File: config.mk
export PLATFORM = sky130hd
export DESIGN_NAME = dual_adc_serial_if
export DESIGN_NICKNAME = d
export VERILOG_FILES = /design/src/rtl/dual_adc_serial_if.sv
export SDC_FILE = /design/constraint.sdc
export NUM_CORES = 1
export LEC_CHECK = 0
export BUFFER_PORTS_ARGS = -buffer_cell sky130_fd_sc_hd__buf_2
export CORE_ASPECT_RATIO = 1.2
export CORE_UTILIZATION = 51
export CTS_CLUSTER_DIAMETER = 80
export CTS_CLUSTER_SIZE = 28
export DETAILED_ROUTE_END_ITERATION = 8
export PLACE_DENSITY_LB_ADDON = 0.12
export SYNTH_ARGS = -nofsm -noshare
export SYNTH_HDL_FRONTEND = slang
export SYNTH_SLANG_ARGS = --single-unit
export TNS_END_PERCENT = 30
File: constraint.sdc
create_clock -name sclk -period 2.07 [get_ports sclk]
set_input_delay 0.207 -clock sclk [delete_from_list [all_inputs] [get_ports sclk]]
set_output_delay 0.207 -clock sclk [all_outputs]
set_load 0.02 [all_outputs]
File: src/rtl/dual_adc_serial_if.sv
module dual_adc_serial_if #(
  parameter int RES_W       = 12,
  parameter int RECHECK_IDX = 8
) (
  input  logic             sclk,
  input  logic             rst_n,
  input  logic             cs_n,
  input  logic             chan_sel,
  input  logic             range_sel,
  input  logic [RES_W-1:0] a_ch1,
  input  logic [RES_W-1:0] a_ch2,
  input  logic [RES_W-1:0] b_ch1,
  input  logic [RES_W-1:0] b_ch2,
  output logic             sdo_a,
  output logic             sdo_b
);
  localparam int FRAME_W = RES_W + 4;
  localparam int TOTAL   = 2 * FRAME_W;
  localparam int CW      = $clog2(TOTAL);
  localparam logic [CW-1:0] LAST    = CW'(TOTAL - 1);
  localparam logic [CW-1:0] RECHECK = CW'(RECHECK_IDX - 1);

  logic             cs_q, active, chan_l, rng_l, twos;
  logic [CW-1:0]    cnt;
  logic [RES_W-1:0] res_a, res_b;

  wire start = !cs_n && cs_q;

  always_ff @(negedge sclk or negedge rst_n) begin
    if (!rst_n) begin
      cs_q   <= 1'b1;
      active <= 1'b0;
      cnt    <= '0;
      chan_l <= 1'b0;
      rng_l  <= 1'b0;
      twos   <= 1'b0;
      res_a  <= '0;
      res_b  <= '0;
    end else begin
      cs_q <= cs_n;
      if (cs_n) begin
        active <= 1'b0;
        cnt    <= '0;
      end else if (start) begin
        active <= 1'b1;
        cnt    <= '0;
        chan_l <= chan_sel;
        rng_l  <= range_sel;
        twos   <= range_sel;
        res_a  <= chan_sel ? a_ch2 : a_ch1;
        res_b  <= chan_sel ? b_ch2 : b_ch1;
      end else if (active) begin
        if (cnt == LAST) active <= 1'b0;
        else             cnt    <= cnt + 1'b1;
        if (cnt == RECHECK) twos <= range_sel;
      end
    end
  end

  wire [FRAME_W-1:0] frm_a = {1'b0, 1'b0, chan_l, rng_l, res_a[RES_W-1] ^ twos, res_a[RES_W-2:0]};
  wire [FRAME_W-1:0] frm_b = {1'b0, 1'b1, chan_l, rng_l, res_b[RES_W-1] ^ twos, res_b[RES_W-2:0]};
  wire [TOTAL-1:0]   str_a = {frm_a, frm_b};
  wire [TOTAL-1:0]   str_b = {frm_b, frm_a};
  wire [CW-1:0]      pos   = LAST - cnt;

  assign sdo_a = active & str_a[pos];
  assign sdo_b = active & str_b[pos];
endmodule


# After elaboration in Yosys (flattened, before gate mapping)
# Cells that the tools add are included.
# totals
register_bits,34
input_bits,53
word_cells,44
output_inout_bits,2
# op_classes
eq_ne,3
muxes,17
bitwise_logic,5
n_addsub,2
reduce_logical,8
n_lt_le_gt_ge,1
# ops
operator,count
$mux 12,2
$mux 5,4
$bmux 1 s5,2
$mux 1,9
$lt 5x6->1 const B,1
$add 5x1->5 const B,1
$eq 5x3->1 const B,1
$eq 5x5->1 const B,1
$sub 5x5->5 const A,1
$reduce_and 2->1,2
$reduce_bool 2->1,2
$ne 3x3->1 const B,1
$reduce_and 3->1,1
$reduce_bool 3->1,1
$and 1x1->1,2
$xor 1x1->1,2
$logic_and 1x1->1,1
$logic_not 1->1,1
$not 1->1,1

# Longest topological paths before layout
# logic_depth
depth_word,5
mapped_depth,8
mapped_depth_nobuf,7

==> results list <==
- In this run the power density over the cells is 639 nW/um2.
- Counting the buffers created by CTS gives 5.
- Internal power summed over all cells: 0.00120 W
- The die covers 3900 um2.
* Total Wirelength: 4.32 mm
- Of the total power, combinational logic draws 0.201.
- Setup slack on the worst reg-to-reg path comes out at 0.11 ns.
- FF-to-FF Start: cnt[1]
* Clock latency on the worst-skew pair: 0.34 ns
- Count of input and output buffers: 54
- Switching component of the power: 0.000433 W
- Die outline height: 68.2 um
- Register bit total from synthesis: 34
- Number of distinct standard cells referenced by the synthesized netlist: 35
- Layout cells sized above 1: 0.414
- Run status: finished with violations
- Placement Rows: 23
- The wire-length estimate of the detail-placed layout is 3.34 mm.
- Worst R2R End: cnt[3]
- By startpoint and endpoint, the worst setup path is classified as reg -> out.
- CP arrival: 3.13 ns
- TritonCTS built the clock tree.
* Warnings, synthesis: 0
- The initial antenna violation count was 0.
* Die Width: 57.2 um
- Post-synthesis to final-layout area growth: 37.2%
- The share of total power dissipated in the clock network is 0.306.
* RSZ-0062 raised after global routing: yes
- The first global-routing pass estimated 7.16 mm of wire.
- Before antenna repair, the detailed router went through 6 iterations.
- The first routing iteration left 93 violations.
- Routed via count: 1560
- Finish-stage setup viols: 2
- Post-synthesis instance area: 1860 um2
- Standard cell area after detailed placement: 2380 um2
- Share of total power in sequential cells: 0.492
* Switching Fraction: 0.265
* Worst Setup End Kind: primary output
* Final Wtd Congestion: 0.835
- Across every metal layer, demand over resource in global routing totals 0.251.
* Actual slew at the worst max-slew pin: 0.348 ns
* Detail-routed via count per cell: 5.45
- Max transition margin: 0.768
- Total power after layout: 0.00163 W
- The worst-case IR drop observed on VDD is 0.000540 V.
* Final nets: 303
* Number of diodes: 0
- The tool flagged a number of max-cap violations equal to 0.
- Dividing the detail-routed wire length by the instance count gives 15.1 um.
* Detail Route Antenna Nets: 0
- Synthesis produced a netlist with a net count of 233.
* Path category of the worst min-delay check: reg -> reg
- In this run the most critical hold path is launched from res_a[7].
- Critical Path RT: 1.86 ns
- Fill cells in the final layout number 245.
- The worst hold path terminates at res_a[7].
* Root buffer cell: sky130_fd_sc_hd__clkbuf_8
- Global routing finished with a remaining overflow of 0.
- Pin placement for this block handled 55 I/O pins.
* Clk slew on worst S/H paths: 0.05 ns
- For this run, the register share of the synthesized area comes to 0.458.
* Final standard cell area without fillers: 2550 um2
- The final-report max-slew violation count was 0.
- Number of global-route vias before repair: 1545
- The clock passes through at most 2 buffers.
* Placeable core area: 3420 um2
- Starting Density: 0.544
* Largest net degree at the start of global routing: 27
* Leakage: 1.26 nW
* Depth of the CTS H-tree: 2
* Critical Path Start Type: flip-flop
* Number of hold buffers added after CTS: 0
- Cell count after synthesis: 178
- Failing checks: design-rule violations, negative setup slack
* Number of cells on the worst reg-to-reg path: 9
- In the routed design, unresolved DRC markers number 4.
- Counting instances, the worst hold path has a depth of 2.
- Each instance of the synthesized netlist takes up on average 10.5 um2.
* PnR worst setup slack: -1.26 ns
* CTS Sinks: 34
* Crit-path max FO: 9
* Endpoints failing hold: 0
* Clock skew: 0.0555 ns
[synthesized netlist by cell type, drive strengths merged]
library cell	n	area, um2
nor2	5	18.8
and3	1	6.26
mux4	2	45.0
nor2b	1	6.26
buf	5	41.3
xor2	2	17.5
a31oi	1	6.26
nand2b	1	6.26
a41oi	1	8.76
nand2	27	101
mux2i	35	350
or2b	1	8.76
o221ai	1	8.76
xnor2	3	26.3
nand4	1	6.26
and2	1	6.26
o21ba	1	10.0
dfrtn	33	826
ha	2	25.0
a21oi	2	10.0
a21boi	1	7.51
o32ai	2	17.5
nand3	1	5.00
dfstp	1	26.3
nor3b	1	7.51
clkbuf	9	43.8
a32o	1	10.0
o21ai	24	120
mux2	5	56.3
inv	2	7.50
nor3	5	25.0
[stage by stage]
| step | hold slack (ns) | util | cells | TNS, ns | worst slack [ns] |
|---|---|---|---|---|---|
| 2_1_floorplan | 0.405 | - | 178 | -2.18 | -0.799 |
| 3_3_place_gp | 0.437 | 0.694 | 275 | -1.81 | -0.907 |
| 3_5_place_dp | 0.433 | 0.694 | 275 | -1.99 | -0.967 |
| 4_1_cts | 0.433 | 0.742 | 286 | -2.48 | -1.24 |
| 5_1_grt | 0.454 | 0.746 | 286 | -2.67 | -1.34 |
| 6_report | 0.430 | 0.746 | 286 | -2.53 | -1.26 |
[cells by family after synthesis]
kind of cell | synth area share
flip-flops | 0.458
AO/OA/AOI/OAI | 0.107
AND/OR/NAND/NOR | 0.106
XOR/XNOR | 0.0235
adder cells (fa/ha/maj) | 0.0134
multiplexers | 0.243
buffers and inverters | 0.0497
[worst max-delay path, stage by stage (launching register included)]
cell,delay (ns)
sky130_fd_sc_hd__dfrtn_1,0.43
sky130_fd_sc_hd__buf_4,0.11
sky130_fd_sc_hd__buf_4,0.15
sky130_fd_sc_hd__mux2_2,0.37
sky130_fd_sc_hd__a31oi_4,0.21
sky130_fd_sc_hd__a21boi_4,0.27
sky130_fd_sc_hd__o32ai_4,0.12
sky130_fd_sc_hd__buf_6,0.14
[metal layers]
layer,vias to the layer above,track usage,wire length [um]
met5,-,0,0
met3,12,0.0473,154
met1,741,0.285,1760
met2,41,0.465,2310
met4,0,0.104,99
li1,766,-,-
[worst max-delay path by stage]
| stage | start | end | slack (ns) | cells after the start |
|---|---|---|---|---|
| after global routing | cnt[0] | sdo_b | -1.34 | 7 |
| after floorplan | cnt[0] | sdo_a | -0.80 | 6 |
| after CTS | cnt[0] | sdo_b | -1.24 | 7 |
| after global placement | cnt[0] | sdo_b | -0.91 | 6 |
| final | cnt[0] | sdo_a | -1.26 | 7 |
| after detailed placement | cnt[0] | sdo_b | -0.97 | 6 |
[repair_timing]
item,in CTS,in global routing
setup endpoints to repair,2,3
setup buffers,2,0
pin swaps,2,1
gates resized for setup,10,2
hold endpoints to repair,0,0
gates cloned,1,0
[power groups by stage]
| stage | registers [W] | clock network, W | logic, W |
|---|---|---|---|
| 5_1_grt | 0.000813 | 0.000535 | 0.000366 |
| 2_1_floorplan | 0.000794 | 0.00000604 | 0.000192 |
| 6_report | 0.000803 | 0.000499 | 0.000328 |
| 3_5_place_dp | 0.000815 | 0.00000604 | 0.000313 |
| 3_3_place_gp | 0.000818 | 0.00000604 | 0.000293 |
| 4_1_cts | 0.000803 | 0.000508 | 0.000329 |
[registers in the layout (all words and copies together), names as in the netlist]
register	flops
active	1
chan_l	1
cnt	5
cs_q	1
res_a	12
res_b	12
rng_l	1
twos	1
[placed cells by master (no fill, tap or decap), types with 2 or more instances in the layout]
cell type,n
sky130_fd_sc_hd__buf_12,6
sky130_fd_sc_hd__buf_4,15
sky130_fd_sc_hd__mux2_4,2
sky130_fd_sc_hd__mux2_2,3
sky130_fd_sc_hd__buf_2,52
sky130_fd_sc_hd__nor3_1,5
sky130_fd_sc_hd__xor2_1,2
sky130_fd_sc_hd__mux4_2,2
sky130_fd_sc_hd__xnor2_1,3
sky130_fd_sc_hd__a21oi_1,2
sky130_fd_sc_hd__nor2_1,5
sky130_fd_sc_hd__clkbuf_8,6
sky130_fd_sc_hd__o21ai_0,24
sky130_fd_sc_hd__nand2_1,27
sky130_fd_sc_hd__buf_6,3
sky130_fd_sc_hd__mux2i_1,35
sky130_fd_sc_hd__dfrtn_1,33
sky130_fd_sc_hd__o32ai_4,2
sky130_fd_sc_hd__inv_1,2
[layout make-up]
type                       instances  area [um2]  area share
multi-input combinational        128        1000       0.392
sequential                        34         852       0.334
timing repair buffer              77         554       0.217
clock buffer                       6        82.6      0.0323
tap                               37        46.3      0.0181
clock inverter                     3        12.5     0.00490
inverter                           1        3.75     0.00147
Power figures use the tool's default switching activity.
